--- config.mk ---
export PLATFORM = sky130hd
export DESIGN_NAME = asram_ctrl
export DESIGN_NICKNAME = d
export VERILOG_FILES = /design/src/rtl/asram_pkg.sv /design/src/rtl/asram_rst_sync.sv /design/src/rtl/asram_cycle_timer.sv /design/src/rtl/asram_seq.sv /design/src/rtl/asram_pins.sv /design/src/rtl/asram_ctrl.sv
export SDC_FILE = /design/constraint.sdc
export NUM_CORES = 1
export LEC_CHECK = 0
export BUFFER_PORTS_ARGS = -buffer_cell sky130_fd_sc_hd__buf_2
export CAP_MARGIN = 20
export CORE_UTILIZATION = 48
export CTS_CLUSTER_DIAMETER = 50
export CTS_CLUSTER_SIZE = 25
export DETAILED_ROUTE_END_ITERATION = 12
export MAX_ROUTING_LAYER = met4
export PLACE_DENSITY_LB_ADDON = 0.3
export SYNTH_ARGS = -nofsm -noshare
export SYNTH_HDL_FRONTEND = slang
export SYNTH_SLANG_ARGS = --single-unit
export TNS_END_PERCENT = 20
--- constraint.sdc ---
create_clock -name clk -period 2.8 [get_ports clk]
set_input_delay 0.56 -clock clk [delete_from_list [all_inputs] [get_ports clk]]
set_output_delay 0.56 -clock clk [all_outputs]
set_load 0.05 [all_outputs]
--- src/rtl/asram_pkg.sv ---
`timescale 1ns/1ps
package asram_pkg;

  typedef enum logic [2:0] {
    ST_IDLE,
    ST_RD_ACC,
    ST_RD_CAP,
    ST_WR_SET,
    ST_WR_PUL,
    ST_WR_END,
    ST_TURN
  } seq_state_e;

  function automatic int ns2cyc(input int ns, input int clk_ns);
    return (ns + clk_ns - 1) / clk_ns;
  endfunction

  function automatic int imax(input int a, input int b);
    return (a > b) ? a : b;
  endfunction

endpackage

--- src/rtl/asram_rst_sync.sv ---
`timescale 1ns/1ps
module asram_rst_sync (
  input  logic clk,
  input  logic arst_n,
  output logic rst_n_sync
);
  logic stage_q;

  always_ff @(posedge clk or negedge arst_n) begin
    if (!arst_n) begin
      stage_q    <= 1'b0;
      rst_n_sync <= 1'b0;
    end else begin
      stage_q    <= 1'b1;
      rst_n_sync <= stage_q;
    end
  end
endmodule

--- src/rtl/asram_cycle_timer.sv ---
`timescale 1ns/1ps
module asram_cycle_timer #(
  parameter int CNT_W = 3
) (
  input  logic             clk,
  input  logic             rst_n,
  input  logic             load,
  input  logic [CNT_W-1:0] load_val,
  output logic             done
);
  logic [CNT_W-1:0] cnt_q;
  logic [CNT_W-1:0] cnt_d;
  logic             cnt_en;

  always_comb begin
    cnt_en = load || (cnt_q != '0);
    cnt_d  = load ? load_val : cnt_q - 1'b1;
  end

  always_ff @(posedge clk or negedge rst_n) begin
    if (!rst_n)      cnt_q <= '0;
    else if (cnt_en) cnt_q <= cnt_d;
  end

  assign done = (cnt_q == '0);
endmodule

--- src/rtl/asram_seq.sv ---
`timescale 1ns/1ps
module asram_seq
  import asram_pkg::*;
#(
  parameter int CNT_W = 3,
  parameter int N_RD  = 5,
  parameter int N_WP  = 3,
  parameter int N_WE  = 1,
  parameter int N_HZ  = 2,
  parameter int LANES = 2
) (
  input  logic             clk,
  input  logic             rst_n,
  input  logic             req_valid,
  input  logic             req_write,
  input  logic [LANES-1:0] req_mask,
  input  logic             tdone,
  output seq_state_e       state_nxt,
  output logic             accept,
  output logic             capture,
  output logic             ack_q,
  output logic             t_load,
  output logic [CNT_W-1:0] t_val
);
  localparam logic [CNT_W-1:0] V_RD = CNT_W'(N_RD - 2);
  localparam logic [CNT_W-1:0] V_WP = CNT_W'(N_WP - 1);
  localparam logic [CNT_W-1:0] V_WE = CNT_W'(N_WE - 1);
  localparam logic [CNT_W-1:0] V_HZ = CNT_W'(N_HZ - 1);

  seq_state_e state_q;
  logic       finish;

  always_comb begin
    state_nxt = state_q;
    accept    = 1'b0;
    capture   = 1'b0;
    finish    = 1'b0;
    t_load    = 1'b0;
    t_val     = '0;
    unique case (state_q)
      ST_IDLE: begin
        if (req_valid && !ack_q) begin
          accept = 1'b1;
          if (req_mask == '0) begin
            finish = 1'b1;
          end else if (req_write) begin
            state_nxt = ST_WR_SET;
            t_load    = 1'b1;
          end else begin
            state_nxt = ST_RD_ACC;
            t_load    = 1'b1;
            t_val     = V_RD;
          end
        end
      end
      ST_RD_ACC: begin
        if (tdone) begin
          state_nxt = ST_RD_CAP;
          t_load    = 1'b1;
        end
      end
      ST_RD_CAP: begin
        capture   = 1'b1;
        finish    = 1'b1;
        state_nxt = ST_TURN;
        t_load    = 1'b1;
        t_val     = V_HZ;
      end
      ST_WR_SET: begin
        state_nxt = ST_WR_PUL;
        t_load    = 1'b1;
        t_val     = V_WP;
      end
      ST_WR_PUL: begin
        if (tdone) begin
          state_nxt = ST_WR_END;
          t_load    = 1'b1;
          t_val     = V_WE;
        end
      end
      ST_WR_END: begin
        if (tdone) begin
          state_nxt = ST_IDLE;
          finish    = 1'b1;
        end
      end
      ST_TURN: begin
        if (tdone) state_nxt = ST_IDLE;
      end
      default: state_nxt = ST_IDLE;
    endcase
  end

  always_ff @(posedge clk or negedge rst_n) begin
    if (!rst_n) begin
      state_q <= ST_IDLE;
      ack_q   <= 1'b0;
    end else begin
      state_q <= state_nxt;
      ack_q   <= finish;
    end
  end


  ack_pulse_chk: assert property (@(posedge clk) disable iff (!rst_n)
    ack_q |=> !ack_q);


  ack_idle_chk: assert property (@(posedge clk) disable iff (!rst_n)
    ack_q |-> !capture);
endmodule

--- src/rtl/asram_pins.sv ---
`timescale 1ns/1ps
module asram_pins
  import asram_pkg::*;
#(
  parameter int ADDR_W = 18,
  parameter int DATA_W = 16,
  parameter int LANES  = 2,
  parameter int N_WP   = 3,
  parameter int N_HZ   = 2
) (
  input  logic              clk,
  input  logic              rst_n,
  input  seq_state_e        state_nxt,
  input  logic              accept,
  input  logic              capture,
  input  logic [ADDR_W-1:0] req_addr,
  input  logic [DATA_W-1:0] req_wdata,
  input  logic [LANES-1:0]  req_mask,
  input  logic [DATA_W-1:0] mem_din,
  output logic [ADDR_W-1:0] mem_addr,
  output logic [DATA_W-1:0] mem_dout,
  output logic              mem_drive,
  output logic              mem_cs_n,
  output logic              mem_cs,
  output logic              mem_oe_n,
  output logic              mem_we_n,
  output logic [LANES-1:0]  mem_be_n,
  output logic [DATA_W-1:0] rsp_rdata
);
  localparam int LANE_W = DATA_W / LANES;
  localparam int WC_W   = $clog2(N_WP + 2);
  localparam int OC_W   = $clog2(N_HZ + 2);

  logic              ce_on, oe_on, we_on, drv_on;
  logic [DATA_W-1:0] cap_val;

  always_comb begin
    ce_on  = (state_nxt == ST_RD_ACC) || (state_nxt == ST_RD_CAP) ||
             (state_nxt == ST_WR_SET) || (state_nxt == ST_WR_PUL) ||
             (state_nxt == ST_WR_END);
    oe_on  = (state_nxt == ST_RD_ACC) || (state_nxt == ST_RD_CAP);
    we_on  = (state_nxt == ST_WR_PUL);
    drv_on = (state_nxt == ST_WR_SET) || (state_nxt == ST_WR_PUL) ||
             (state_nxt == ST_WR_END);
  end

  for (genvar g = 0; g < LANES; g++) begin : g_lane
    assign cap_val[g*LANE_W +: LANE_W] =
      mem_be_n[g] ? '0 : mem_din[g*LANE_W +: LANE_W];
  end

  always_ff @(posedge clk or negedge rst_n) begin
    if (!rst_n) begin
      mem_cs_n  <= 1'b1;
      mem_cs    <= 1'b0;
      mem_oe_n  <= 1'b1;
      mem_we_n  <= 1'b1;
      mem_drive <= 1'b0;
    end else begin
      mem_cs_n  <= !ce_on;
      mem_cs    <= ce_on;
      mem_oe_n  <= !oe_on;
      mem_we_n  <= !we_on;
      mem_drive <= drv_on;
    end
  end

  always_ff @(posedge clk or negedge rst_n) begin
    if (!rst_n)      mem_be_n <= '1;
    else if (!ce_on) mem_be_n <= '1;
    else if (accept) mem_be_n <= ~req_mask;
  end

  always_ff @(posedge clk or negedge rst_n) begin
    if (!rst_n) begin
      mem_addr <= '0;
      mem_dout <= '0;
    end else if (accept) begin
      mem_addr <= req_addr;
      mem_dout <= req_wdata;
    end
  end

  always_ff @(posedge clk or negedge rst_n) begin
    if (!rst_n)       rsp_rdata <= '0;
    else if (capture) rsp_rdata <= cap_val;
  end

  // checker counters: write-pulse length and output-enable idle time
  logic [WC_W-1:0] wlow_cnt;
  logic [OC_W-1:0] oe_off_cnt;

  always_ff @(posedge clk or negedge rst_n) begin
    if (!rst_n)              wlow_cnt <= '0;
    else if (mem_we_n)       wlow_cnt <= '0;
    else if (wlow_cnt != '1) wlow_cnt <= wlow_cnt + 1'b1;
  end

  always_ff @(posedge clk or negedge rst_n) begin
    if (!rst_n)                oe_off_cnt <= '1;
    else if (!mem_oe_n)        oe_off_cnt <= '0;
    else if (oe_off_cnt != '1) oe_off_cnt <= oe_off_cnt + 1'b1;
  end


  we_width_chk: assert property (@(posedge clk) disable iff (!rst_n)
    $rose(mem_we_n) |-> (wlow_cnt >= WC_W'(N_WP)));


  oe_write_excl_chk: assert property (@(posedge clk) disable iff (!rst_n)
    !(!mem_oe_n && (!mem_we_n || mem_drive)));


  turn_gap_chk: assert property (@(posedge clk) disable iff (!rst_n)
    $rose(mem_drive) |-> (oe_off_cnt >= OC_W'(N_HZ)));


  addr_hold_chk: assert property (@(posedge clk) disable iff (!rst_n)
    (!mem_cs_n && $past(!mem_cs_n)) |-> (mem_addr == $past(mem_addr)));


  data_hold_chk: assert property (@(posedge clk) disable iff (!rst_n)
    (mem_drive && $past(mem_drive)) |-> $stable(mem_dout));


  be_idle_chk: assert property (@(posedge clk) disable iff (!rst_n)
    mem_cs_n |-> (mem_be_n == '1));
endmodule

--- src/rtl/asram_ctrl.sv ---
`timescale 1ns/1ps
module asram_ctrl
  import asram_pkg::*;
#(
  parameter int CLK_NS  = 20,
  parameter int T_RC_NS = 85,
  parameter int T_AA_NS = 85,
  parameter int T_OE_NS = 35,
  parameter int T_WC_NS = 85,
  parameter int T_WP_NS = 60,
  parameter int T_DW_NS = 40,
  parameter int T_AW_NS = 70,
  parameter int T_HZ_NS = 30,
  parameter int ADDR_W  = 18,
  parameter int DATA_W  = 16,
  parameter int LANES   = 2
) (
  input  logic              clk,
  input  logic              rst_n,
  input  logic              req_valid,
  input  logic              req_write,
  input  logic [ADDR_W-1:0] req_addr,
  input  logic [DATA_W-1:0] req_wdata,
  input  logic [LANES-1:0]  req_mask,
  output logic              req_ack,
  output logic [DATA_W-1:0] rsp_rdata,
  output logic [ADDR_W-1:0] mem_addr,
  output logic [DATA_W-1:0] mem_dout,
  output logic              mem_drive,
  output logic              mem_cs_n,
  output logic              mem_cs,
  output logic              mem_oe_n,
  output logic              mem_we_n,
  output logic [LANES-1:0]  mem_be_n,
  input  logic [DATA_W-1:0] mem_din
);
  // phase lengths by ceiling division of each limit
  localparam int N_RD = imax(2, imax(ns2cyc(T_RC_NS, CLK_NS),
                          imax(ns2cyc(T_AA_NS, CLK_NS), ns2cyc(T_OE_NS, CLK_NS))));
  localparam int N_WP = imax(1, imax(ns2cyc(T_WP_NS, CLK_NS),
                          imax(ns2cyc(T_DW_NS, CLK_NS), ns2cyc(T_AW_NS, CLK_NS) - 1)));
  localparam int N_WE = imax(1, ns2cyc(T_WC_NS, CLK_NS) - 1 - N_WP);
  localparam int N_HZ = imax(1, ns2cyc(T_HZ_NS, CLK_NS));
  localparam int CNT_MAX = imax(imax(N_RD, N_WP), imax(N_WE, N_HZ));
  localparam int CNT_W   = $clog2(CNT_MAX + 1);

  logic             srst_n;
  seq_state_e       st_nxt;
  logic             accept, capture, t_load, tdone;
  logic [CNT_W-1:0] t_val;

  asram_rst_sync u_rst (
    .clk        (clk),
    .arst_n     (rst_n),
    .rst_n_sync (srst_n)
  );

  asram_cycle_timer #(.CNT_W(CNT_W)) u_tmr (
    .clk      (clk),
    .rst_n    (srst_n),
    .load     (t_load),
    .load_val (t_val),
    .done     (tdone)
  );

  asram_seq #(
    .CNT_W (CNT_W), .N_RD (N_RD), .N_WP (N_WP),
    .N_WE  (N_WE),  .N_HZ (N_HZ), .LANES (LANES)
  ) u_seq (
    .clk       (clk),
    .rst_n     (srst_n),
    .req_valid (req_valid),
    .req_write (req_write),
    .req_mask  (req_mask),
    .tdone     (tdone),
    .state_nxt (st_nxt),
    .accept    (accept),
    .capture   (capture),
    .ack_q     (req_ack),
    .t_load    (t_load),
    .t_val     (t_val)
  );

  asram_pins #(
    .ADDR_W (ADDR_W), .DATA_W (DATA_W), .LANES (LANES),
    .N_WP   (N_WP),   .N_HZ   (N_HZ)
  ) u_pins (
    .clk       (clk),
    .rst_n     (srst_n),
    .state_nxt (st_nxt),
    .accept    (accept),
    .capture   (capture),
    .req_addr  (req_addr),
    .req_wdata (req_wdata),
    .req_mask  (req_mask),
    .mem_din   (mem_din),
    .mem_addr  (mem_addr),
    .mem_dout  (mem_dout),
    .mem_drive (mem_drive),
    .mem_cs_n  (mem_cs_n),
    .mem_cs    (mem_cs),
    .mem_oe_n  (mem_oe_n),
    .mem_we_n  (mem_we_n),
    .mem_be_n  (mem_be_n),
    .rsp_rdata (rsp_rdata)
  );
endmodule

# Word-level counts from Yosys, hierarchy flattened
# Index checks and enable logic that the tools add are counted.
# totals
word_cells	73
output_inout_bits	58
reg_bits	66
# classes
muxes	26
bitwise_logic	1
n_reduce_logical	19
eq_ne	12
addsub	1
# op_table
op	count
$mux W3	8
$pmux W3 S6	1
$mux W8	2
$eq A3 B3 Y1 const B	5
$eq A3 B2 Y1 const B	4
$pmux W3 S3	1
$mux W1	8
$mux W2	4
$logic_or A1 B1 Y1	7
$eq A3 B1 Y1 const B	2
$logic_not A3 Y1	2
$pmux W1 S3	2
$reduce_or A2 Y1	3
$logic_not A1 Y1	4
$reduce_bool A3 Y1	1
$sub A3 B1 Y3 const B	1
$logic_not A2 Y1	1
$ne A2 B2 Y1 const B	1
$not A2 Y2	1
$logic_and A1 B1 Y1	1

# Longest topological paths before layout
# depth
ltp_word	10
ltp_mapped	7

# Modules after synthesis
# From an unflattened synthesis, not the netlist that was laid out.
# hier_totals
cells_unflattened	220
hier_area_um2	2778.9
# modules_own_cells
module	instances	area_per_inst_um2	cells_per_inst	seq_area_each_um2
asram_pins	1	2229.6	162	1432.6
asram_seq	1	295.3	34	100.1
asram_cycle_timer	1	200.2	21	75.1
asram_rst_sync	1	53.8	3	50.0

# Least setup slack after synthesis
# Ideal clock, no wire load.
# synth_timing
path_kind	register to register
from	register u_seq.ack_q
to	register u_tmr.cnt_q[0]
required_time_ns	2.673
slack_ns	0.779
setup_time_ns	0.127
path_stages_with_launch	6
path_buffers	1
arrival_time_ns	1.893
path_cell_list	dfrtp_1 -> or3b_4 -> or3_1 -> buf_6 -> nand2_1 -> mux2_1
# synth_between
elab_chain_cells	5
# synth_rtl
element	line_no	rtl
from (decl)	asram_seq.sv:21	output logic ack_q,
from (signal assigned)	asram_seq.sv:100	ack_q <= finish;
$logic_not A1 Y1 *	asram_seq.sv:42	if (req_valid && !ack_q) begin
$logic_and A1 B1 Y1 *	asram_seq.sv:42	
$mux W3 or $mux W1 (tied branches)	asram_seq.sv:42	
$pmux W3 S3 or $pmux W1 S3 (tied branches)	asram_seq.sv:40	unique case (state_q)
$mux W3 or $logic_or A1 B1 Y1 (tied branches)	asram_cycle_timer.sv:17, asram_cycle_timer.sv:16	
to (signal assigned)	asram_cycle_timer.sv:22	else if (cnt_en) cnt_q <= cnt_d;
to (decl)	asram_cycle_timer.sv:11	logic [CNT_W-1:0] cnt_q;
# Mark *: on every way between the ends. The rest lies on a longest branch, timed or not.
# A chain may end at the register's enable or synchronous reset.

# Final worst setup path
# layout_timing
from	register u_seq.state_q[2]
to	register u_tmr.cnt_q[0]
# layout_between
elab_chain_cells	4
# layout_rtl
element	line_no	rtl
from (decl)	asram_seq.sv:30	seq_state_e state_q;
from (signal assigned)	asram_seq.sv:99	state_q <= state_nxt;
$eq A3 B1 Y1, or another cell as far along	asram_seq.sv:40	
$reduce_or A2 Y1 (no source line)	--	
$pmux W1 S3	asram_seq.sv:40	
$mux W3 or $logic_or A1 B1 Y1 (tied branches)	asram_cycle_timer.sv:17, asram_cycle_timer.sv:16	
# Several ways; a longest one is shown, not always the timed one.

==> impl_metrics.toml <==
[synth]
synth.distinct_cells = 38
synth_flop_cell = "dfrtp_1"
synth_top_area_share_pct = 55.61
async_flop_share_pct = 100.0
ys_ff_latch = 66
ys_top_cells_by_area = "dfrtp_1 (56%), mux2_1 (14%), dfstp_2 (4.8%)"
syn_area_um2 = 2745
synth_warnings = 0
synth.net_count = 275
synthCells = 217
yosysTopAreaCell = "dfrtp_1"
synth-seq-area-share_pct = 60.39
synth_edf_count = 0
avgSynthCellArea_um2 = 12.65

[status]
status = "finished, final reports clean"

[clock_network]
cts_made_buffers = 9
cts-root-buf = "clkbuf_8"
insertion_delay_ps = 330
cts_tree = "done"
clkSlewWorstSetupHoldPaths_ps = 80
cts-htree-levels = 3
postCtsSetupRepairBufs = 0
cts_num_sinks = 66
ctsResizeCount = 0
cts_hold_buf = 1
clockBufferDepth = 2

[critical_path]
r2r_end = "u_tmr.cnt_q[0]"
setup.worst_path.start = "u_seq.state_q[2]"
r2r-start = "u_seq.state_q[2]"
crit_end = "u_tmr.cnt_q[0]"
end_kind = "flip-flop"
critPathRequiredTime_ps = 3010
crit_type = "reg2reg"
worstPathArrival_ps = 2200
path_max_fanout = 9
setup.worst_path.start_class = "flip-flop"
reg2reg_slack_ps = 820
reg2regPathDepth = 4

[finish]
syn_to_final_growth_pct = 31.95
drive_above_1_share_pct = 42.77
diodes = 0
fin_nets = 392
fillers = 452
layout_commonest_cell = "buf_2"
mostFrequentLayoutCells = "buf_2 (113), dfrtp_1 (60), mux2_1 (35)"

[routing]
drt_iter0_drc = 113
via_per_inst = 4.937
final_antenna_net_count = 0
vias = 2029
drt-wirelength-per-cell_um = 13.84
drc = 0
drt-pass1-iter-count = 4
routed_wirelength_um = 5689

[floorplan]
start_util_pct = 49.85
coreArea_um2 = 5507
io-pin-count = 114
rows = 27
die_w_um = 77.63
dieArea_um2 = 6026
dieHeight_um = 77.63

[timing]
setup_viol = 0
setup_tns_ps = 0
maxSlewViolCount = 0
period_share_pct = 70.88
max_slew_margin_pct = 49.32
rsz0062_at_grt = "false"
tightest_slew_ps = 760.2
hold_viol = 0
fmax_mhz = 503.9
finClkSkew_ps = 10.73
fin_crit_ps = 1985

[place]
place_congestion = 0.8647
hpwl_um = 4132
portBuffers = 113

[flow_run]
drv_cap = 0

[grt]
grt_usage_pct = 21.51
grt-ovfl-total = 0
grt_pass1_wl_um = 9528
antenna_found_initial = 0
grt_max_degree = 40
grt_pass1_vias = 1973

[worst_hold_path]
min_path_type = "reg2async"
-- stage by stage --
stage	util (%)	hold WS, ps	cell area, um2	worst slack [ps]	std cells
after global placement	61.05	335.4	3362	726.5	394
after floorplan	-	264.4	2745	779.3	217
after CTS	65.78	356.9	3622	804.5	411
final	65.78	350.2	3622	815.3	411
after global routing	65.78	370.2	3622	730.5	411
after detailed placement	61.05	339.4	3362	690.7	394
-- flip-flops by register name (all words and copies together), names as in the netlist --
| signal | count |
|---|---|
| u_seq.state_q | 3 |
| u_pins.mem_cs_n | 1 |
| u_pins.mem_cs | 1 |
| u_rst.rst_n_sync | 1 |
| u_rst.stage_q | 1 |
| u_pins.mem_we_n | 1 |
| u_tmr.cnt_q | 3 |
| u_seq.ack_q | 1 |
| u_pins.mem_be_n | 2 |
| u_pins.mem_dout | 16 |
| u_pins.mem_addr | 18 |
| u_pins.mem_oe_n | 1 |
| u_pins.rsp_rdata | 16 |
| u_pins.mem_drive | 1 |
-- cell type report --
cell class / instances / area [um2] / share of cell area (%)
multi-input combinational: 136 / 1010 / 27.88
sequential: 66 / 1659 / 45.80
timing repair buffer: 117 / 598.1 / 16.51
clock buffer: 10 / 137.6 / 3.800
inverter: 4 / 15.01 / 0.4145
clock inverter: 6 / 112.6 / 3.109
tap: 72 / 90.09 / 2.487
-- cell usage after synthesis (3+ instances only) --
| library cell | instances |
|---|---|
| dfrtp_1 | 61 |
| mux2_1 | 35 |
| nand2_1 | 22 |
| nand2b_1 | 18 |
| o21ai_0 | 18 |
| nor2_1 | 10 |
| clkbuf_1 | 6 |
| dfstp_2 | 5 |
| inv_1 | 3 |
-- kinds of logic (layout without fill, tap and decap cells) --
family	after synthesis	count (layout)	share of synthesized area, %
compound gates	33	33	8.615
xor+xnor	1	1	0.3191
fa+ha+maj	2	2	0.9114
buf+inv	15	137	2.826
flops	66	66	60.39
mux	36	36	14.72
other cells	1	1	0.1366
simple gates	63	63	12.08
-- worst max-delay path, cell delays in order (launching register included) --
cell and delay, ps:
dfrtp_1 460, or3b_4 440, or3_1 510, nand2_1 140, mux2_1 320
-- how the worst min path moves through the flow --
stage	start	end	slack, ps	depth (start not counted)
2_1_floorplan	rst_n	u_rst.rst_n_sync	260	0
3_3_place_gp	u_rst.stage_q	u_rst.rst_n_sync	340	0
3_5_place_dp	u_rst.stage_q	u_rst.rst_n_sync	340	0
4_1_cts	u_rst.stage_q	u_rst.rst_n_sync	360	0
5_1_grt	u_rst.stage_q	u_rst.rst_n_sync	370	0
6_report	u_rst.rst_n_sync	u_pins.mem_addr[1]	350	0
-- layer usage --
layer / vias up / wire length (um) / GRT usage (%) / share of wire, %
met1: 973 / 2394 / 26.54 / 42
met2: 73 / 2894 / 33.89 / 51
met4: 0 / 72 / 7.358 / 1.3
met3: 6 / 329 / 6.353 / 5.8
met5: - / 0 / - / 0
li1: 977 / - / - / -
Power is left out: the tool's default activity adds up to more than one toggle a clock period on the data nets, which glitch-free logic cannot reach.
